<file path="config.mk">
export PLATFORM = sky130hd
export DESIGN_NAME = tagchk_walker
export DESIGN_NICKNAME = d
export VERILOG_FILES = /design/src/rtl/tagchk_pkg.sv /design/src/rtl/tagchk_fault.sv /design/src/rtl/tagchk_walker.sv
export SDC_FILE = /design/constraint.sdc
export NUM_CORES = 1
export LEC_CHECK = 0
export ABC_AREA = 1
export BUFFER_PORTS_ARGS = -buffer_cell sky130_fd_sc_hd__buf_2
export CAP_MARGIN = 20
export CORE_UTILIZATION = 34
export DETAILED_ROUTE_END_ITERATION = 8
export GPL_TIMING_DRIVEN = 0
export PLACE_DENSITY = 0.48
export SLEW_MARGIN = 20
export SYNTH_ARGS = -nofsm -noshare
export SYNTH_HDL_FRONTEND = slang
export SYNTH_SLANG_ARGS = --single-unit
</file>
<file path="constraint.sdc">
create_clock -name clk -period 8.1 [get_ports clk]
set_input_delay 0.405 -clock clk [delete_from_list [all_inputs] [get_ports clk]]
set_output_delay 0.405 -clock clk [all_outputs]
set_load 0.005 [all_outputs]
</file>
<file path="src/rtl/tagchk_pkg.sv">
package tagchk_pkg;

  typedef enum logic [1:0] {
    ST_IDLE = 2'd0,
    ST_STEP = 2'd1,
    ST_REQ  = 2'd2,
    ST_FILL = 2'd3
  } walk_st_e;

  // Tag value that matches everything for the given address half.
  function automatic logic [3:0] match_all_tag(input logic upper_half);
    return upper_half ? 4'hF : 4'h0;
  endfunction

endpackage

</file>
<file path="src/rtl/tagchk_fault.sv">
module tagchk_fault #(
  parameter int ADDR_W   = 64,
  parameter int CNT_W    = 9,
  parameter int GRAN_LSB = 4
) (
  input  logic [ADDR_W-1:0] ptr,
  input  logic [ADDR_W-1:0] base_g,
  input  logic [CNT_W-1:0]  n,
  input  logic              rev,
  output logic [ADDR_W-1:0] fault
);
  localparam logic [ADDR_W-1:0] LAST_OFS = (ADDR_W'(1) << GRAN_LSB) - ADDR_W'(1);

  logic [ADDR_W-1:0] step_bytes, up_addr, down_addr;

  always_comb begin
    step_bytes = ADDR_W'(n) << GRAN_LSB;
    up_addr    = base_g + step_bytes;
    down_addr  = base_g - step_bytes + LAST_OFS;
    if (n == '0) fault = ptr;
    else         fault = rev ? down_addr : up_addr;
  end

endmodule

</file>
<file path="src/rtl/tagchk_walker.sv">
module tagchk_walker #(
  parameter int ADDR_W    = 64,
  parameter int CNT_W     = 9,
  parameter int TAG_AW    = 10,
  parameter int PAGE_BITS = 12,
  parameter int GRAN_LSB  = 4
) (
  input  logic              clk,
  input  logic              rst,
  input  logic              start,
  input  logic              bypass_hit,
  input  logic [ADDR_W-1:0] in_ptr,
  input  logic [ADDR_W-1:0] in_start_g,
  input  logic [CNT_W-1:0]  in_count,
  input  logic [3:0]        in_ptag,
  input  logic              in_rev,
  input  logic              in_self_u,
  input  logic              in_other_u,
  output logic              idle,
  output logic              tag_rd_en,
  output logic [TAG_AW-1:0] tag_rd_addr,
  input  logic [7:0]        tag_rd_data,
  output logic              done,
  output logic              pass,
  output logic              bypassed,
  output logic [CNT_W-1:0]  match_cnt,
  output logic [ADDR_W-1:0] fault_addr
);
  import tagchk_pkg::*;

  localparam int PG_W = ADDR_W - PAGE_BITS;
  localparam logic [ADDR_W-1:0] GSTEP = ADDR_W'(1) << GRAN_LSB;

  walk_st_e          state;
  logic [ADDR_W-1:0] cur_g, ptr_q, base_q;
  logic [CNT_W-1:0]  remain, n_q;
  logic [3:0]        ptag_q;
  logic              rev_q, self_u_q, other_u_q;
  logic [PG_W-1:0]   page_q;
  logic [TAG_AW-1:0] cb_addr;
  logic              cb_val;
  logic [7:0]        cb_data;

  logic [TAG_AW-1:0] cur_byte;
  logic              cur_hi, cur_untag, cache_hit, gran_ok;
  logic [3:0]        cur_nib;
  logic [ADDR_W-1:0] fault_w, next_g;

  always_comb begin
    cur_byte  = cur_g[GRAN_LSB+1 +: TAG_AW];
    cur_hi    = cur_g[GRAN_LSB];
    cur_untag = (cur_g[ADDR_W-1:PAGE_BITS] == page_q) ? self_u_q : other_u_q;
    cache_hit = cb_val && (cb_addr == cur_byte);
    cur_nib   = cur_hi ? cb_data[7:4] : cb_data[3:0];
    gran_ok   = cur_untag || (cache_hit && (cur_nib == ptag_q));
    next_g    = rev_q ? (cur_g - GSTEP) : (cur_g + GSTEP);
  end

  assign idle = (state == ST_IDLE);

  tagchk_fault #(
    .ADDR_W  (ADDR_W),
    .CNT_W   (CNT_W),
    .GRAN_LSB(GRAN_LSB)
  ) u_fault (
    .ptr   (ptr_q),
    .base_g(base_q),
    .n     (n_q),
    .rev   (rev_q),
    .fault (fault_w)
  );

  always_ff @(posedge clk) begin
    if (rst) begin
      state       <= ST_IDLE;
      cur_g       <= '0;
      ptr_q       <= '0;
      base_q      <= '0;
      remain      <= '0;
      n_q         <= '0;
      ptag_q      <= '0;
      rev_q       <= 1'b0;
      self_u_q    <= 1'b0;
      other_u_q   <= 1'b0;
      page_q      <= '0;
      cb_addr     <= '0;
      cb_val      <= 1'b0;
      cb_data     <= '0;
      tag_rd_en   <= 1'b0;
      tag_rd_addr <= '0;
      done        <= 1'b0;
      pass        <= 1'b0;
      bypassed    <= 1'b0;
      match_cnt   <= '0;
      fault_addr  <= '0;
    end else begin
      done      <= 1'b0;
      tag_rd_en <= 1'b0;
      unique case (state)
        ST_IDLE: begin
          if (bypass_hit) begin
            done       <= 1'b1;
            pass       <= 1'b1;
            bypassed   <= 1'b1;
            match_cnt  <= '0;
            fault_addr <= in_ptr;
          end else if (start) begin
            cur_g     <= in_start_g;
            base_q    <= in_start_g;
            ptr_q     <= in_ptr;
            remain    <= in_count;
            n_q       <= '0;
            ptag_q    <= in_ptag;
            rev_q     <= in_rev;
            self_u_q  <= in_self_u;
            other_u_q <= in_other_u;
            page_q    <= in_ptr[ADDR_W-1:PAGE_BITS];
            cb_val    <= 1'b0;
            state     <= ST_STEP;
          end
        end
        ST_STEP: begin
          if (remain == '0) begin
            done       <= 1'b1;
            pass       <= 1'b1;
            bypassed   <= 1'b0;
            match_cnt  <= n_q;
            fault_addr <= ptr_q;
            state      <= ST_IDLE;
          end else if (gran_ok) begin
            n_q    <= n_q + CNT_W'(1);
            remain <= remain - CNT_W'(1);
            cur_g  <= next_g;
          end else if (!cache_hit) begin
            tag_rd_en   <= 1'b1;
            tag_rd_addr <= cur_byte;
            state       <= ST_REQ;
          end else begin
            done       <= 1'b1;
            pass       <= 1'b0;
            bypassed   <= 1'b0;
            match_cnt  <= n_q;
            fault_addr <= fault_w;
            state      <= ST_IDLE;
          end
        end
        ST_REQ: begin
          state <= ST_FILL;
        end
        ST_FILL: begin
          cb_data <= tag_rd_data;
          cb_addr <= tag_rd_addr;
          cb_val  <= 1'b1;
          state   <= ST_STEP;
        end
        default: state <= ST_IDLE;
      endcase
    end
  end

endmodule

</file>
# Word-level counts from Yosys, hierarchy flattened
# Cells that the tools add are included.
# classes
reduce_logical	15
addsub	7
bitwise	5
n_mux	52
eq_ne	13
# ops
operator	count
$mux 64	11
$pmux 64 s2	2
$mux 9	12
$add 64x13->64	1
$add 64x4->64 const B	1
$add 64x5->64 const B	1
$sub 64x13->64	1
$sub 64x5->64 const B	1
$pmux 9 s2	3
$eq 52x52->1	1
$logic_not 9->1	2
$mux 1	13
$eq 10x10->1	1
$mux 2	5
$ne 2x2->1 const B	5
$add 9x1->9 const B	1
$reduce_and 3->1	3
$sub 9x1->9 const B	1
$pmux 1 s2	4
$pmux 2 s4	1
$reduce_and 4->1	2
$ne 3x3->1 const B	2
$not 1->1	5
$reduce_and 5->1	1
9 further kinds	12
# word_totals
reg_bits	377
wordCells	113

# Depth between registers and ports, before layout
# Gate-level depths: netlist of the first run.
# depth
word_depth	8
ltp_mapped	20
mapped_depth_nobuf	20

# Cells and area by module
# Synthesis of the first run repeated with hierarchy kept, for this count alone.
# hier_totals
hier_cells	5521
hier_area_um2	30382.9
# by_module_without_submodules
module	area_per_inst_um2	cells_per_inst	instances
tagchk_walker	20669.8	3546	1
tagchk_fault	9713.1	1975	1

# Worst setup path before layout of the first run
# OpenSTA, ideal clock, no wires.
# synth_path
kind	register to register
start	reg rev_q
end	reg cur_g[44]
period_less_slack_ps	3610
slack_ps	4490
t_required_ps	7987
arrival_ps	3497
setup_ps	113
n_path_buf	2
stages_incl_launch_ff	18
cell_sequence	dfxtp_1 > inv_1 > clkbuf_1 > clkbuf_1 > fa_1 > inv_1 > nand3_1 > nand3_1 > nand2_1 > nand3_1 > nand2_1 > nand3b_1 > nand3_1 > nand2_1 > xnor2_1 > nor2_1 > nor2_1 > nor2_1
# synth_via
elab_chain_len	4
# synth_lines
element	line_no	rtl
from (decl)	tagchk_walker.sv:38	logic rev_q, self_u_q, other_u_q;
from (signal assigned)	tagchk_walker.sv:114	rev_q <= in_rev;
$mux 64	tagchk_walker.sv:56	next_g = rev_q ? (cur_g - GSTEP) : (cur_g + GSTEP);
$mux 64	tagchk_walker.sv:130	end else if (gran_ok) begin
$mux 64	tagchk_walker.sv:123	if (remain == '0) begin
$pmux 64 s2	tagchk_walker.sv:99	unique case (state)
to (signal assigned)	tagchk_walker.sv:108	cur_g <= in_start_g;
to (signal assigned)	tagchk_walker.sv:133	cur_g <= next_g;
to (decl)	tagchk_walker.sv:35	logic [ADDR_W-1:0] cur_g, ptr_q, base_q;
# No other way between the ends. The select of a mux whose other input is x is not followed.
# A chain may end at the register's enable or synchronous reset.

# Final worst setup path of the first run
# layout_path
start	reg rev_q
end	reg cur_g[60]
# Same word-level chain as after synthesis.

==> metrics.txt, run 1 <==
outcome=complete, no violations; Initial Utilization=0.345; DRT Pass-1 Iters=8; Critical Path Start Type=flop; area delta synth->final=13.8%; Syn Nets=5525; Die Wd=294 um; clock tree buffer depth=3; maximum clock frequency=214 MHz; layout cells sized above 1=0.0685; Post-synth ARST share=0; Clock Latency Late Sink=0.59 ns; detailed-route wire length per cell=23.5 um; post-route minimum period=4.67 ns; CTS buffer count=41; grt ovf=0; chip height=294 um; Least-Margin Pin Slew=1.25 ns; via count=33900; nets=5813; CTS Hold Bufs=0; number of synthesis warnings=0; clock root cell=clkbuf_16; WP data required=8.59 ns; Cell Rows=106; Yosys reg bits=321; commonest cells after routing, fill and taps aside=1818 x nand2_1, 780 x inv_1, 463 x a21oi_1; TritonCTS clock tree=built; Synth cell types=48; PwrDens=303 nW/um2; Clock Skew=0.0551 ns; global-route wire length before repair=220 mm; initial antenna violation count=2; path type of the worst min-delay path=in -> reg; final instance area=33000 um2; crit-path max FO=10; Mapped Area=29000 um2; setup TNS=0 ns; commonest non-fill, non-tap cell in the layout=nand2_1; DR DRC count=0; leakage power=17.2 nW; Port Buf Inserts=242; Area contributors post-synth=nand2_1 23%, dfxtp_1 22%, inv_1 10%; max-cap violations=0; H-Tree Depth=2; # Post-CTS Setup Buffers=0; kind of end point of the critical path=flop; sequential area share after synthesis=0.221; top cell type's share of synthesized area=0.235; EDFF count, synth=0; Rel. slew slack=0.164; average size of a mapped cell=5.62 um2; final critical-path share of the clock period=0.577; initial DRC count=3216; Final setup viols=0; DP HPWL=134 mm; Final Slew Violations=0; Yosys top cell by area=nand2_1; unrepaired setup endpoints after global routing=false; Max VDD drop=0.189 mV; Crit Path Class=reg -> reg; Reg clk slew, reported paths=0.06 ns; Core Area=84100 um2; vias in the first global route=32200; Top FF cell, synth=dfxtp_1; final WL=156 mm; CP Data Arrival Time=5.16 ns; gpl congestion=1.04; Cells after Synth=5171; largest net degree at the start of global routing=59; final hold vios=0; die area=86600 um2; Clock Sinks=321; gr usage total=0.354; # IOs=244; routed vias/inst=5.12; Routed Antenna Nets=0; Post-DP Area=31700 um2; PostCTS Resize Cnt=0
## cell usage after synthesis, types with 12 or more instances
cell type,n
ha_1,195
nand3_1,395
buf_2,15
nand3b_1,24
nand2_1,1818
buf_1,12
o21ai_0,265
clkbuf_1,119
buf_6,12
xnor2_1,27
nand4_1,61
inv_1,780
nor3_1,38
nor2_1,437
xor2_1,50
dfxtp_1,321
a21oi_1,463
a21boi_0,29
## power by group
part           switching (mW)  internal [mW]  total [mW]
Clock                   0.784           1.04        1.83
Sequential              0.375           1.90        2.28
Combinational            4.24           1.68        5.92
Total                    5.40           4.62        10.0
## stage by stage
stage	worst slack, ns	hold slack, ns	utilization	total power [mW]	instances
2_1_floorplan	4.49	0.430	-	5.79	5171
4_1_cts	3.53	0.0338	0.393	9.92	6622
6_report	3.43	0.0551	0.393	10.0	6624
5_1_grt	3.32	0.0484	0.393	10.7	6623
3_5_place_dp	3.55	0.451	0.377	8.09	6549
3_3_place_gp	1.78	0.446	0.377	8.07	6547
## kinds of logic (layout without fill, tap and decap cells)
logic type,count (synthesis),in the layout,share of synthesized area
fa+ha+maj,198,198,0.0861
compound gates,805,805,0.146
xor+xnor,77,77,0.0232
mux,5,5,0.00172
buf+inv,953,1271,0.127
other cells,0,1,0
simple gates,2812,2812,0.394
flops,321,321,0.221
## state kept, by name (all words and copies together) (netlist names), 2 cells and up
signal / flops
base_q: 64
cb_addr: 10
cb_data: 8
cur_g: 60
fault_addr: 64
match_cnt: 9
n_q: 9
ptag_q: 4
ptr_q: 64
remain: 9
state: 2
tag_rd_addr: 10
## critical path, stage by stage (launching register included)
cell and delay (ns):
dfxtp_4 0.40, inv_1 0.08, clkbuf_1 0.62, clkbuf_1 0.90, fa_1 0.46, inv_1 0.10, nand3_1 0.08, nand3_1 0.25
nand2_1 0.13, nand3_1 0.22, nand2_1 0.15, nand3b_1 0.28, nand2_1 0.26, nand2_1 0.08, nand2_1 0.07, nand3_1 0.15
nand2_1 0.13, nand3_1 0.07, a21oi_1 0.14
## layout make-up
cell class | count | area [um2]
multi-input cells | 3897 | 18900
diodes | 1 | 2.50
clock inverters | 12 | 97.6
clock buffers | 61 | 1210
inverters | 790 | 2970
well taps | 1134 | 1420
flip-flops and latches | 321 | 6430
repair buffers | 245 | 1250
plain buffers | 163 | 738
fillers | 9914 | 51000
## worst paths after layout
| path | start | end | slack [ns] | depth (start not counted) |
|---|---|---|---|---|
| worst max-delay path | rev_q$_SDFFE_PP0P_ | cur_g[60]$_SDFFE_PP0P_ | 3.43 | 18 |
| worst max register to register | rev_q$_SDFFE_PP0P_ | cur_g[60]$_SDFFE_PP0P_ | 3.43 | 18 |
| worst min register to register | ptr_q[9]$_SDFFE_PP0P_ | ptr_q[9]$_SDFFE_PP0P_ | 0.46 | 2 |
| worst min-delay path | tag_rd_data[1] | cb_data[1]$_SDFFE_PP0P_ | 0.06 | 3 |
## routing by layer
metal | up-vias | global-route usage | wire length, um
met5 | - | 0 | 0
met4 | 0 | 0.161 | 7970
met3 | 251 | 0.0293 | 8110
met2 | 1079 | 0.582 | 70200
met1 | 15700 | 0.468 | 69600
li1 | 16900 | - | -
Power figures use the tool's default switching activity.
==> run 2, diff against run 1 <==
==> constraint.sdc (replaced) <==
create_clock -name clk -period 4.55 [get_ports clk]
set_input_delay 0.2275 -clock clk [delete_from_list [all_inputs] [get_ports clk]]
set_output_delay 0.2275 -clock clk [all_outputs]
set_load 0.005 [all_outputs]
==> run 2 against run 1 <==
Clock skew rose by 0.00071 ns. Die area did not move. Worst hold slack got worse by 0.024 ns. Sequential power rose by 78%. Clock power rose by 78%. Via count rose by 0.97%. Cell count rose by 0.72%.
==> metrics.txt, run 2 (synthesis gave the netlist of run 1 again) <==
ANT cells=0; unrepaired setup endpoints after global routing=false; largest net degree at the start of global routing=59; final WL=156 mm; CP top delay family=simple AND/OR/NAND/NOR gates; clock tree buffer depth=3; initial antenna violation count=2; maximum clock frequency=233 MHz; Initial Utilization=0.345; routed vias/inst=5.13; detailed-route wire length per cell=23.4 um; fill count=9868; global-route wire length before repair=221 mm; hold path startpoint=in_ptr[13]; Worst Path Buf+Inv=4; Routed Antenna Nets=0; WP data required=5.04 ns; CP max stage cell=clkbuf_1; Final Slew Violations=0; Post-DP Area=31700 um2; chip height=294 um; reg2reg start=rev_q$_SDFFE_PP0P_; Rel. slew slack=0.164; commonest non-fill, non-tap cell in the layout=nand2_1; Cell Rows=106; die area=86600 um2; max incr delay on CP=0.60 ns; kind of end point of the critical path=flop; H-Tree Depth=2; most used cell, CP=nand2_1; DRT Pass-1 Iters=9; post-route minimum period=4.29 ns; max-cap violations=0; crit-path max FO=10; outcome=complete, no violations; DR DRC count=0; cells along the critical path=inv_1 -> clkbuf_1 -> clkbuf_2 -> fa_1 -> inv_1 -> nand3_1 -> nand3_1 -> nand2_1 -> nand3_1 -> nand2_1 -> nand3b_1 -> nand2_1 -> nand2_1 -> nand2_1 -> nand3_1 -> nand2_1 -> nand3_1 -> a21oi_1; Max VDD drop=0.336 mV; grt ovf=0; clock root cell=clkbuf_16; Least-Margin Pin Slew=1.25 ns; vias in the first global route=32400; Core Area=84100 um2; # Post-CTS Setup Buffers=0; Worst Setup SP=rev_q$_SDFFE_PP0P_; leakage power=17.4 nW; Die Wd=294 um; initial DRC count=3158; Critical Path Start Type=flop; Port Buf Inserts=242; Final setup viols=0; CTS buffer count=41; DP HPWL=134 mm; setup TNS=0 ns; gpl congestion=1.04; Clock Latency Late Sink=0.59 ns; TritonCTS clock tree=built; path type of the worst min-delay path=in -> reg; Clock Sinks=321; area delta synth->final=15.4%; Reg clk slew, reported paths=0.06 ns; final critical-path share of the clock period=0.943; Regs by FF count=base_q x64, fault_addr x64, ptr_q x64; CP Data Arrival Time=4.78 ns; r2r setup slk=0.26 ns; via count=34200; Clock Skew=0.0558 ns; PwrDens=533 nW/um2; Worst Setup Slack, final=0.259 ns; commonest cells after routing, fill and taps aside=1818 x nand2_1, 780 x inv_1, 463 x a21oi_1; final instance area=33500 um2; final hold vios=0; gr usage total=0.355; pre-CTS WS=-0.00241 ns; layout cells sized above 1=0.0681; nets=5862; Crit Path Class=reg -> reg; # IOs=244
-- run 2: cell count changes in the layout (fill, tap and decap cells not counted) --
cell	before	now
dlygate4sd3_1	0	49
clkbuf_1	129	128
clkbuf_2	2	3
diode_2	1	0
-- run 2: final cells by class --
type                    count  area [um2]  area share
clock inverters            12        97.6     0.00291
clock buffers              61        1210      0.0362
flip-flops and latches    321        6430       0.192
multi-input cells        3897       18900       0.564
inverters                 790        2970      0.0884
repair buffers            294        1750      0.0521
well taps                1134        1420      0.0423
plain buffers             163         739      0.0221
-- run 2: worst register-to-register path, cell delays in order (launching register included) --
cell      delay, ns
dfxtp_4        0.40
inv_1          0.09
clkbuf_1       0.60
clkbuf_2       0.58
fa_1           0.41
inv_1          0.10
nand3_1        0.08
nand3_1        0.24
nand2_1        0.13
nand3_1        0.22
nand2_1        0.16
nand3b_1       0.28
nand2_1        0.26
nand2_1        0.08
nand2_1        0.07
nand3_1        0.15
nand2_1        0.13
nand3_1        0.07
a21oi_1        0.14
-- run 2: worst paths after layout --
path | to | cells past startpoint
worst max-delay path | cur_g[60]$_SDFFE_PP0P_ | 18
worst min-delay path | ptr_q[13]$_SDFFE_PP0P_ | 3
worst max register to register | cur_g[60]$_SDFFE_PP0P_ | 18
worst min register to register | fault_addr[20]$_SDFFE_PP0P_ | 2
-- run 2: per-layer routing --
layer  wire length, um  up-vias  part of all wire  global-route usage
li1                  -    17000                 -                   -
met1             69900    15800              0.45               0.469
met2             70700     1139              0.45               0.586
met3              7830      253             0.050              0.0286
met4              7800        0             0.050               0.158
met5                 0        -                 0                   0
-- run 2: timing repair --
action                     CTS  global route
hold buffers                49             0
setup endpoints to repair    1             0
hold endpoints to repair    50             0
gates resized for setup      1             0
-- run 2: stage by stage --
| stage | power, mW | util | hold WS (ns) | instances |
|---|---|---|---|---|
| 4_1_cts | 17.7 | 0.399 | 0.00355 | 6671 |
| 2_1_floorplan | 10.3 | - | 0.362 | 5171 |
| 3_3_place_gp | 14.4 | 0.377 | 0.446 | 6547 |
| 3_5_place_dp | 14.4 | 0.377 | 0.451 | 6549 |
| 5_1_grt | 19.0 | 0.399 | 0.0248 | 6672 |
| 6_report | 17.9 | 0.399 | 0.0313 | 6672 |
-- run 2: power by group --
| group | leakage (nW) | total, mW | switching (mW) | internal, mW |
|---|---|---|---|---|
| clock | 0.641 | 3.25 | 1.39 | 1.85 |
| combinational | 14.1 | 10.6 | 7.56 | 3.02 |
| sequential | 2.63 | 4.05 | 0.664 | 3.39 |
